`config.mk`:
```
export PLATFORM = sky130hd
export DESIGN_NAME = stdp_sweep_ctrl
export DESIGN_NICKNAME = d
export VERILOG_FILES = /design/src/rtl/stdp_sweep_ctrl.sv
export SDC_FILE = /design/constraint.sdc
export NUM_CORES = 1
export LEC_CHECK = 0
export BUFFER_PORTS_ARGS = -buffer_cell sky130_fd_sc_hd__clkbuf_2
export CAP_MARGIN = 40
export CORE_MARGIN = 2
export CORE_UTILIZATION = 40
export CTS_CLUSTER_DIAMETER = 100
export CTS_CLUSTER_SIZE = 8
export DETAILED_ROUTE_END_ITERATION = 7
export PLACE_DENSITY = 0.75
export SLEW_MARGIN = 20
export SYNTH_ARGS = -nofsm -noshare
export SYNTH_HDL_FRONTEND = slang
export SYNTH_SLANG_ARGS = --single-unit
```
`constraint.sdc`:
```
create_clock -name clk -period 3.1 [get_ports clk]
set_clock_uncertainty 0.05 [all_clocks]
set_input_delay 0.155 -clock clk [delete_from_list [all_inputs] [get_ports clk]]
set_output_delay 0.155 -clock clk [all_outputs]
set_load 0.05 [all_outputs]
```
`src/rtl/stdp_sweep_ctrl.sv`:
```
module stdp_sweep_ctrl #(
  parameter int N_SYN = 8,
  parameter int ACC_W = 8,
  parameter int WT_W  = 4,
  parameter int PER_W = 16,
  localparam int ADDR_W = (N_SYN > 1) ? $clog2(N_SYN) : 1
) (
  input  logic              clk,
  input  logic              rst,
  input  logic [PER_W-1:0]  period,
  input  logic [ACC_W-1:0]  thr_causal,
  input  logic [ACC_W-1:0]  thr_acausal,
  input  logic [7:0]        rule_tbl,
  output logic              busy,
  output logic [ADDR_W-1:0] syn_addr,
  input  logic [ACC_W-1:0]  corr_causal,
  input  logic [ACC_W-1:0]  corr_acausal,
  input  logic [WT_W-1:0]   wt_rdata,
  output logic              wt_we,
  output logic [WT_W-1:0]   wt_wdata,
  output logic              clr_stb
);
  localparam logic [ADDR_W-1:0] LAST   = ADDR_W'(N_SYN - 1);
  localparam logic [WT_W-1:0]   WT_MAX = '1;
  localparam logic [PER_W-1:0]  CNT_MAX = '1;

  logic [PER_W-1:0] cnt;
  logic             start;
  logic [1:0]       idx;
  logic [1:0]       act;
  logic             inc, dec;

  assign start = !busy && (cnt >= period);

  always_ff @(posedge clk) begin
    if (rst) begin
      cnt      <= PER_W'(1);
      busy     <= 1'b0;
      syn_addr <= '0;
    end else if (start) begin
      cnt      <= PER_W'(1);
      busy     <= 1'b1;
      syn_addr <= '0;
    end else begin
      if (cnt != CNT_MAX) cnt <= cnt + PER_W'(1);
      if (busy) begin
        if (syn_addr == LAST) begin
          busy     <= 1'b0;
          syn_addr <= '0;
        end else begin
          syn_addr <= syn_addr + ADDR_W'(1);
        end
      end
    end
  end

  assign idx = {corr_acausal >= thr_acausal, corr_causal >= thr_causal};
  assign act = rule_tbl[{idx, 1'b0} +: 2];

  assign inc = (act == 2'b01) && (wt_rdata != WT_MAX);
  assign dec = (act == 2'b10) && (wt_rdata != '0);

  assign wt_we    = busy && (inc || dec);
  assign clr_stb  = wt_we;
  assign wt_wdata = inc ? wt_rdata + WT_W'(1) : wt_rdata - WT_W'(1);
endmodule

```
==> metrics.txt, run 1 <==
GRT Util Overall=16.4%; P&R area growth vs syn=25.3%; Setup crit end kind=primary output; Layout Utilization=51.8%; port bufs=71; layout net count=between 400 and 500; Post-Synthesis Cells=237; initial antenna violation count=0; Setup WS post-layout=248 ps; Least-Margin Pin Slew=546 ps; Die H=73.6 um; syn_nets=336; vias per cell=5.09; Worst Hold Class=in -> reg; Post-synth EDFFs=0; Mapped Area=1940 um^2; Die Span X=73.6 um; DRT iter0 DRCs=47; critical path type=in -> out; setup repair bufs after CTS=0; n_diodes=0; most common cell after layout, fill and taps aside=clkbuf_2; status=completed; DR vias=~1.8k; Final Hold Fails=0; r2r setup slk=810 ps; crit-path max FO=5; total power=0.775 mW; WL per Instance=11.7 um; fraction of layout instances using a drive strength above 1=27.8%; RR Endpoint=cnt[2]$_SDFFE_PP0P_; global route overflow=0; hold path start=rst; ys async rst share=0%; most frequent cells in the layout=clkbuf_2, ha_1, inv_1; initial core utilization=41.3%; synthesized area per cell=8.18 um^2; fin crit share=around nine tenths; global-route wire length before repair=between 7000 and 8000 um; Hold Path Stages=2; Yosys cell types=39; Tmin final=approximately 2900 ps; number of buffers created by CTS=3; maxcap violations=0; Fmax=351 MHz; post-synthesis register bit count=20; area of the die=5420 um^2; drt pass-1 iters=4; worst path required time=2890 ps; WHS Endpoint=busy$_SDFF_PP0_; Clock Path Buffers=2; H-tree level count=1; dpl hpwl=3630 um; Leak=about 1.4 nW; Rows=25; Setup crit start kind=input port; clock sinks=20; PwrDens=319 nW/um^2; clock root cell=clkbuf_8; area of the core=roughly 4700 um^2; worst reg-to-reg path cell count=9; CTS tree=done; # DRC=0; cell area after layout=2430 um^2; RSZ-0062 raised after global routing=no; GP Congestion=0.792; DRT Wirelength=about 4300 um; largest net degree at the start of global routing=18; WP data arrival=2650 ps; Rel. slew slack=a little under two thirds; VDD IR-drop max=281 uV; vias in the first global route=between 1.5k and 2k; Final setup viols=0; synth warn=0; dpl ws=around 140 ps; pins over their slew limit=0; Final ANT Viol Nets=0; Synth Flop Type=dfxtp_1; CTS clk-pin slew, worst paths=~80 ps; io pins=72; Clock Latency Late Sink=260 ps; DP Area=approximately 2300 um^2; worst r2r src=cnt[0]$_SDFFE_PP1P_; setup TNS=0 ps; sequential area share after synthesis=approximately a fifth
==> cell type report <==
type | instances | area (um^2)
Fill cell | 445 | 2260
Multi-Input combinational cell | 177 | 1390
Sequential cell | 20 | 400
Timing Repair Buffer | 72 | 365
Inverter | 36 | 135
Tap cell | 54 | 67.6
Clock buffer | 3 | 41.3
Clock inverter | 1 | 30.0
==> stage by stage <==
stage	std cells	hold WS, ps
floorplan	237	177
global placement	359	316
detailed placement	359	324
CTS	363	38.1
global route	363	40.8
finish	363	41.6
==> worst max path at each step <==
stage / start / endpoint / cells past startpoint
after floorplan: thr_acausal[2] / wt_wdata[3] / 12
after global placement: thr_acausal[2] / wt_wdata[3] / 14
after detailed placement: thr_acausal[2] / wt_wdata[3] / 14
after CTS: thr_acausal[2] / wt_wdata[3] / 14
after global routing: thr_acausal[2] / wt_wdata[3] / 14
final: thr_acausal[2] / wt_wdata[3] / 14
==> flip-flops by register name (all words and copies together) (netlist names) <==
name      count
syn_addr      3
busy          1
cnt          16
==> report_power, final <==
group	switching, mW	total [mW]	internal [mW]	leakage [nW]
Sequential	0.00588	0.267	0.262	0.162
Clock	0.0908	0.263	0.172	0.0357
Combinational	0.139	0.244	0.105	1.18
==> cells by family after synthesis <==
kind of cell	share of synthesized area, %
simple gates	20.4
compound gates	15.5
buf+inv	8.06
fa+ha+maj	23.9
flops	20.6
xor+xnor	5.87
mux	5.68
==> cells in the mapped netlist (2+ instances only) <==
library cell	number	share of area, %
a211oi_1	3	1.2
xnor2_1	4	1.8
dfxtp_1	20	21
xor2_1	9	4.1
mux2i_1	11	5.7
nor2_1	25	4.8
buf_2	2	0.52
a21o_1	8	3.1
nand3_1	6	1.5
nand4_1	6	1.9
a21oi_2	2	0.90
nor2b_1	7	2.3
nand2b_1	8	2.6
nor3_1	4	1.0
nand2_1	10	1.9
o21ai_0	6	1.5
ha_1	37	24
inv_1	36	7.0
a21oi_1	13	3.4
==> critical path: stages <==
cell	delay (ps)
clkbuf_2	70
inv_1	30
ha_1	300
a211oi_1	220
o21ai_1	110
a21oi_2	260
mux2i_2	310
a22oi_4	140
ha_1	330
o21ai_0	90
nand2b_1	70
mux2i_1	160
xor2_1	150
clkbuf_4	250
==> routing by layer <==
layer / wire, um / vias up / GRT usage, % / share of wire, %
met5: 0 / - / 0 / 0
met4: 42 / 0 / 3.64 / 0.99
met3: 332 / 7 / 4.53 / 7.8
met2: 2100 / 64 / 33.1 / 49
met1: 1780 / 815 / 16.2 / 42
li1: - / 963 / - / -
==> timing repair <==
action                                  in CTS  in global routing
resized for setup                            0                  4
endpoints found under the setup margin       0                  1
hold buffers                                 0                  0
Note: power is estimated with default switching activity, not from simulation.
==> run 2: changes to the inputs <==
ABC_AREA = 1   (was default)
PLACE_DENSITY = 0.74   (was 0.75)
==> run 2 against run 1 <==
- worst hold slack worse by 18 ps
- global-route usage is 0.84 points lower
- routed wire length is 2.0% lower
- sequential power hardly changed
- register-to-register slack better by 140 ps
- flip-flop and latch count stayed put
- maximum frequency is 6.1% higher
- via count is 10% higher
- total power is 7.9% lower
- first-iteration DRC count is 49% higher
- largest power group is now combinational cells
==> metrics.txt, run 2 <==
xor/xnor share of the synthesized area=4.67% (-1.2 points); clock sinks=20 (unchanged); Sequential Power Share=37.3% (+2.8 points); drt pass-1 iters=4 (unchanged); setup TNS=0 ps (unchanged); Final Instance Count excl. Fillers=440 (+21%); vias in the first global route=1828 (+1.3%); post-synthesis compound-gate area fraction=10.3% (-5.2 points); largest family of logic cells by synthesized area=simple AND/OR/NAND/NOR gates; dpl ws=405 ps (+262 ps); crit-path max FO=6 (+1); port bufs=71 (unchanged); number of buffers created by CTS=3 (unchanged); fraction of layout instances using a drive strength above 1=26.5% (-1.3 points); initial core utilization=40.9% (-0.42 points); sequential area share after synthesis=19.4% (-1.2 points); post-synthesis adder-cell area fraction=22.4% (-1.4 points); status=completed; Post-Synthesis Cells=298 (+26%); Die H=75.8 um (+3.0%); Final setup viols=0 (unchanged); WP data arrival=2480 ps (-170 ps); Yosys cell types=33 (-15%); Post-synth EDFFs=0 (unchanged); Synth Flop Type=dfxtp_1; ys async rst share=0% (unchanged); Clock Path Buffers=2 (unchanged); Yosys top cell by area=ha_1; largest net degree at the start of global routing=19 (+1); RSZ-0062 raised after global routing=no; critical path type=in -> out; VDD IR-drop max=295 uV (+5.1%); Regs by FF count=cnt (16), syn_addr (3), busy (1); most common cell after layout, fill and taps aside=clkbuf_2; total power=0.714 mW (-7.9%); Clock Latency Late Sink=260 ps (about the same); Leak=1.45 nW (+5.4%); GRT Util Overall=15.6% (-0.84 points); post-synthesis register bit count=20 (unchanged); mux contribution to synthesized area=0% (-5.7 points); sw frac=35.9% (+5.5 points); clock power share=23.7% (-10 points); count leader, synth=inv_1; n_diodes=0 (unchanged); syn_nets=397 (+18%); P&R area growth vs syn=22.7%; Yosys top cell area share=22.4% (-1.4 points); GP Congestion=0.821 (+3.7%); CTS tree=done; area of the core=5040 um^2 (+7.5%); clock root cell=clkbuf_8; worst hold margin=23.4 ps (-18.2 ps); combinational share of power=39.0% (+7.5 points); fin crit share=86.7% (-5.3 points); Fmax=372 MHz (+6.1%); Worst Hold Class=in -> reg; largest cells by area after synthesis=ha_1, dfxtp_1, inv_1; vias per cell=4.64 (-9.0%); Die Span X=75.8 um (+3.0%); Setup WS post-layout=412 ps (+164 ps); H-tree level count=1 (unchanged); max reg flops=16 (unchanged); Mapped Area=2060 um^2 (+6.4%); PwrDens=282 nW/um^2 (-12%); dpl hpwl=3650 um (+0.50%); initial antenna violation count=0 (unchanged); Tmin final=2690 ps (-164 ps); Final ANT Viol Nets=0 (unchanged); Simple-Gate Fraction of Synth Area=30.8% (+10 points); DRT Wirelength=4170 um (-2.0%); Rows=26 (+4.0%); io pins=72 (unchanged); Least-Margin Pin Slew=562 ps (+16.4 ps); pins over their slew limit=0 (unchanged); fillers=489 (+9.9%); synth warn=0 (unchanged); DP Area=2490 um^2 (+6.1%); Setup crit end kind=primary output; Final Hold Fails=0 (unchanged); Layout Utilization=50.2% (-1.6 points); most frequent cells in the layout=clkbuf_2, inv_1, nand2_1; internal power=0.458 mW (-15%); synthesized area per cell=6.92 um^2 (-15%); worst path required time=2890 ps (about the same); CTS clk-pin slew, worst paths=70 ps (about the same); switching pwr=0.256 mW (+8.7%); layout net count=471 (+15%); post-CTS resize count=0 (unchanged); global route overflow=0 (unchanged); Reg with most FFs=cnt; Post-synth top cells=inv_1, nand2_1, ha_1; global-route wire length before repair=7210 um (+1.4%); cell area after layout=2530 um^2 (+4.2%); setup repair bufs after CTS=0 (unchanged); DRT iter0 DRCs=70 (+49%); # hold bufs at CTS=0 (unchanged); Setup crit start kind=input port; area of the die=5750 um^2 (+6.0%); # DRC=0 (unchanged); Cells after DPL=437 (+22%); Rel. slew slack=62.2% (-1.4 points); WL per Instance=9.47 um (-19%); DR vias=2040 (+10%); maxcap violations=0 (unchanged)
[run 2: final cells by class]
type | instances | area [um^2] | area share, %
Sequential cell | 20 | 400 | 15.8
Inverter | 64 | 240 | 9.49
Multi-Input combinational cell | 212 | 1410 | 55.6
Timing Repair Buffer | 71 | 355 | 14.0
Clock buffer | 3 | 41.3 | 1.63
Tap cell | 70 | 87.6 | 3.46
[run 2: worst paths after layout]
path	from	end	slack, ps	cells after the start
setup / recovery	thr_causal[7]	wt_wdata[3]	410	17
hold / removal	rst	busy$_SDFF_PP0_	20	2
setup reg to reg	cnt[15]$_SDFFE_PP0P_	cnt[11]$_SDFFE_PP0P_	950	8
hold reg to reg	syn_addr[2]$_SDFFE_PP0P_	syn_addr[2]$_SDFFE_PP0P_	430	2
[run 2: cell families (layout without fill, tap and decap cells)]
kind of cell	after synthesis	count (layout)
buffers and inverters	66	138
XOR/XNOR	11	11
adder cells (fa/ha/maj)	37	37
AND/OR/NAND/NOR	127	127
AO/OA/AOI/OAI	37	37
flip-flops	20	20
[run 2: power groups by stage]
stage	registers, mW	clock network [mW]	logic, mW
after floorplan	0.271	0	0.204
after global placement	0.273	0	0.274
after detailed placement	0.273	0	0.280
after CTS	0.267	0.178	0.282
after global routing	0.267	0.187	0.319
final	0.267	0.169	0.278
[run 2: metal layers]
metal,GRT usage [%],share of wire [%],up-vias,wire (um)
met3,2.91,4.2,2,177
met5,0,0,-,0
met2,30.1,51,49,2140
met1,18.0,44,875,1830
met4,2.14,0.46,0,19
li1,-,-,1114,-
[run 2: critical path, cell delays in order]
cell      delay [ps]
clkbuf_2          80
inv_1             30
ha_1             290
a21o_1           220
nor2_4           160
nand3_2          120
nand2_1           90
nand3_2           60
nand2_2          120
nand3_4          110
ha_1             350
nand2_1           70
nand3b_2         210
nand2_1           70
nand2_1           40
nand2_1           50
clkbuf_2         260
==> run 3: changes to the inputs <==
PLACE_DENSITY = 0.72   (was 0.74)
REMOVE_ABC_BUFFERS = 1   (was default)
==> run 3 against run 2 <==
- core utilization did not move
- worst setup slack got worse by 5.2 ps
- cell count did not move
- register-to-register slack improved by 70 ps
- clock-buffer cell count did not move
- non-clock buffer count did not move
- global-route usage fell by 0.45 points
- worst hold slack got worse by 14 ps
- largest power group unchanged
==> metrics.txt, run 3 (synthesis gave the netlist of run 2 again) <==
Tmin final=2690 ps (+5.22 ps); Final setup viols=0 (unchanged); r2r setup slk=1020 ps (+70 ps); Setup crit start kind=input port; Fmax=371 MHz (-0.19%); post-CTS resize count=0 (unchanged); setup repair bufs after CTS=0 (unchanged); P&R area growth vs syn=22.7% (unchanged); WL per Instance=9.81 um (+3.6%); DR vias=2035 (-0.25%); # DRC=0 (unchanged); port bufs=71 (unchanged); DRT iter0 DRCs=41 (-41%); RSZ-0062 raised after global routing=no; Worst Hold Class=in -> reg; Setup crit end kind=primary output; number of buffers created by CTS=3 (unchanged); CTS clk-pin slew, worst paths=70 ps (about the same); Reg with most FFs=cnt; WP data arrival=2490 ps (about the same); H-tree level count=1 (unchanged); drt pass-1 iters=4 (unchanged); setup TNS=0 ps (unchanged); Final Hold Fails=0 (unchanged); combinational share of power=39.0% (about the same); area of the core=5040 um^2 (unchanged); crit-path max FO=6 (unchanged); largest net degree at the start of global routing=19 (unchanged); CTS tree=done; area of the die=5750 um^2 (unchanged); dpl hpwl=3710 um (+1.6%); vias in the first global route=1795 (-1.8%); most frequent cells in the layout=clkbuf_2, inv_1, nand2_1; Leak=1.45 nW (unchanged); io pins=72 (unchanged); max reg flops=16 (unchanged); worst path required time=2890 ps (about the same); pins over their slew limit=0 (unchanged); maxcap violations=0 (unchanged); status=completed; total power=0.720 mW (+0.83%); most common cell after layout, fill and taps aside=clkbuf_2; Sequential cell area=400 um^2 (unchanged); worst reg-to-reg path cell count=8 (unchanged); Rel. slew slack=62.2% (-0.083 points); Sequential Power Share=37.1% (-0.2 points); sw frac=36.4% (+0.52 points); Rows=26 (unchanged); Least-Margin Pin Slew=563 ps (+1.23 ps); PwrDens=284 nW/um^2 (+0.83%); global-route wire length before repair=7020 um (-2.7%); DRT Wirelength=4320 um (+3.6%); initial antenna violation count=0 (unchanged); layout net count=471 (unchanged); critical path type=in -> out; n_diodes=0 (unchanged); fraction of layout instances using a drive strength above 1=26.5% (unchanged); initial core utilization=40.9% (unchanged); vias per cell=4.63 (-0.25%); fin crit share=86.9% (+0.17 points); clock power share=24.0% (+0.3 points); Final ANT Viol Nets=0 (unchanged); clock sinks=20 (unchanged); Hold Path Stages=2 (unchanged); Clock Latency Late Sink=260 ps (about the same); Die H=75.8 um (unchanged); clock root cell=clkbuf_8; # hold bufs at CTS=0 (unchanged); fillers=516 (+5.5%); Die Span X=75.8 um (unchanged); switching pwr=0.262 mW (+2.3%); internal power=0.458 mW (about the same); Regs by FF count=cnt (16), syn_addr (3), busy (1); multi-input logic area=1410 um^2 (unchanged); Clock Path Buffers=2 (unchanged); global route overflow=0 (unchanged); GP Congestion=0.820 (about the same); VDD IR-drop max=219 uV (-26%); GRT Util Overall=15.1% (-0.45 points)
-- run 3: per-stage QoR --
stage	cell area [um^2]	cells	setup WS (ps)	hold WS [ps]	utilization [%]
6_report	2530	440	407	9.51	50.2
4_1_cts	2530	440	415	7.03	50.2
2_1_floorplan	2050	296	126	174	-
3_3_place_gp	2490	437	497	286	49.4
5_1_grt	2530	440	159	10.6	50.2
3_5_place_dp	2490	437	420	293	49.4
-- run 3: area by class of cell --
cell class | instances | area share [%]
clock buffers | 3 | 1.63
inverters | 64 | 9.49
multi-input cells | 212 | 55.6
flip-flops and latches | 20 | 15.8
well taps | 70 | 3.46
repair buffers | 71 | 14.0
-- run 3: worst paths after layout --
check,end,startpoint
worst min register to register,syn_addr[1]$_SDFFE_PP0P_,syn_addr[1]$_SDFFE_PP0P_
worst min-delay path,busy$_SDFF_PP0_,rst
worst max-delay path,wt_wdata[3],thr_acausal[5]
worst max register to register,cnt[9]$_SDFFE_PP0P_,cnt[15]$_SDFFE_PP0P_
-- run 3: power by group through the flow --
stage          logic [mW]  registers [mW]  clock network, mW
5_1_grt             0.320           0.267              0.186
3_5_place_dp        0.281           0.272                  0
6_report            0.281           0.267              0.172
3_3_place_gp        0.275           0.273                  0
2_1_floorplan       0.204           0.271                  0
4_1_cts             0.283           0.267              0.178
-- run 3: worst max-delay path, stage by stage --
cell and delay [ps]:
clkbuf_2 70, inv_1 30, ha_1 310, a21oi_1 180, nor2_1 70, nor2_2 100
nand2_1 70, nor2_2 130, nand3_1 110, nand2_2 130, nand3_4 110, ha_1 350
nand2_1 60, nand3b_2 200, nand2_1 70, nand2_1 40, nand2_1 50, clkbuf_2 260
-- run 3: per-layer routing --
metal | share of wire (%) | wire length [um] | vias to the layer above | GRT usage [%]
met2 | 48 | 2090 | 51 | 28.3
met1 | 45 | 1950 | 871 | 18.5
met4 | 1.3 | 54 | 0 | 3.51
met3 | 5.1 | 220 | 5 | 1.46
li1 | - | - | 1108 | -
met5 | 0 | 0 | - | 0
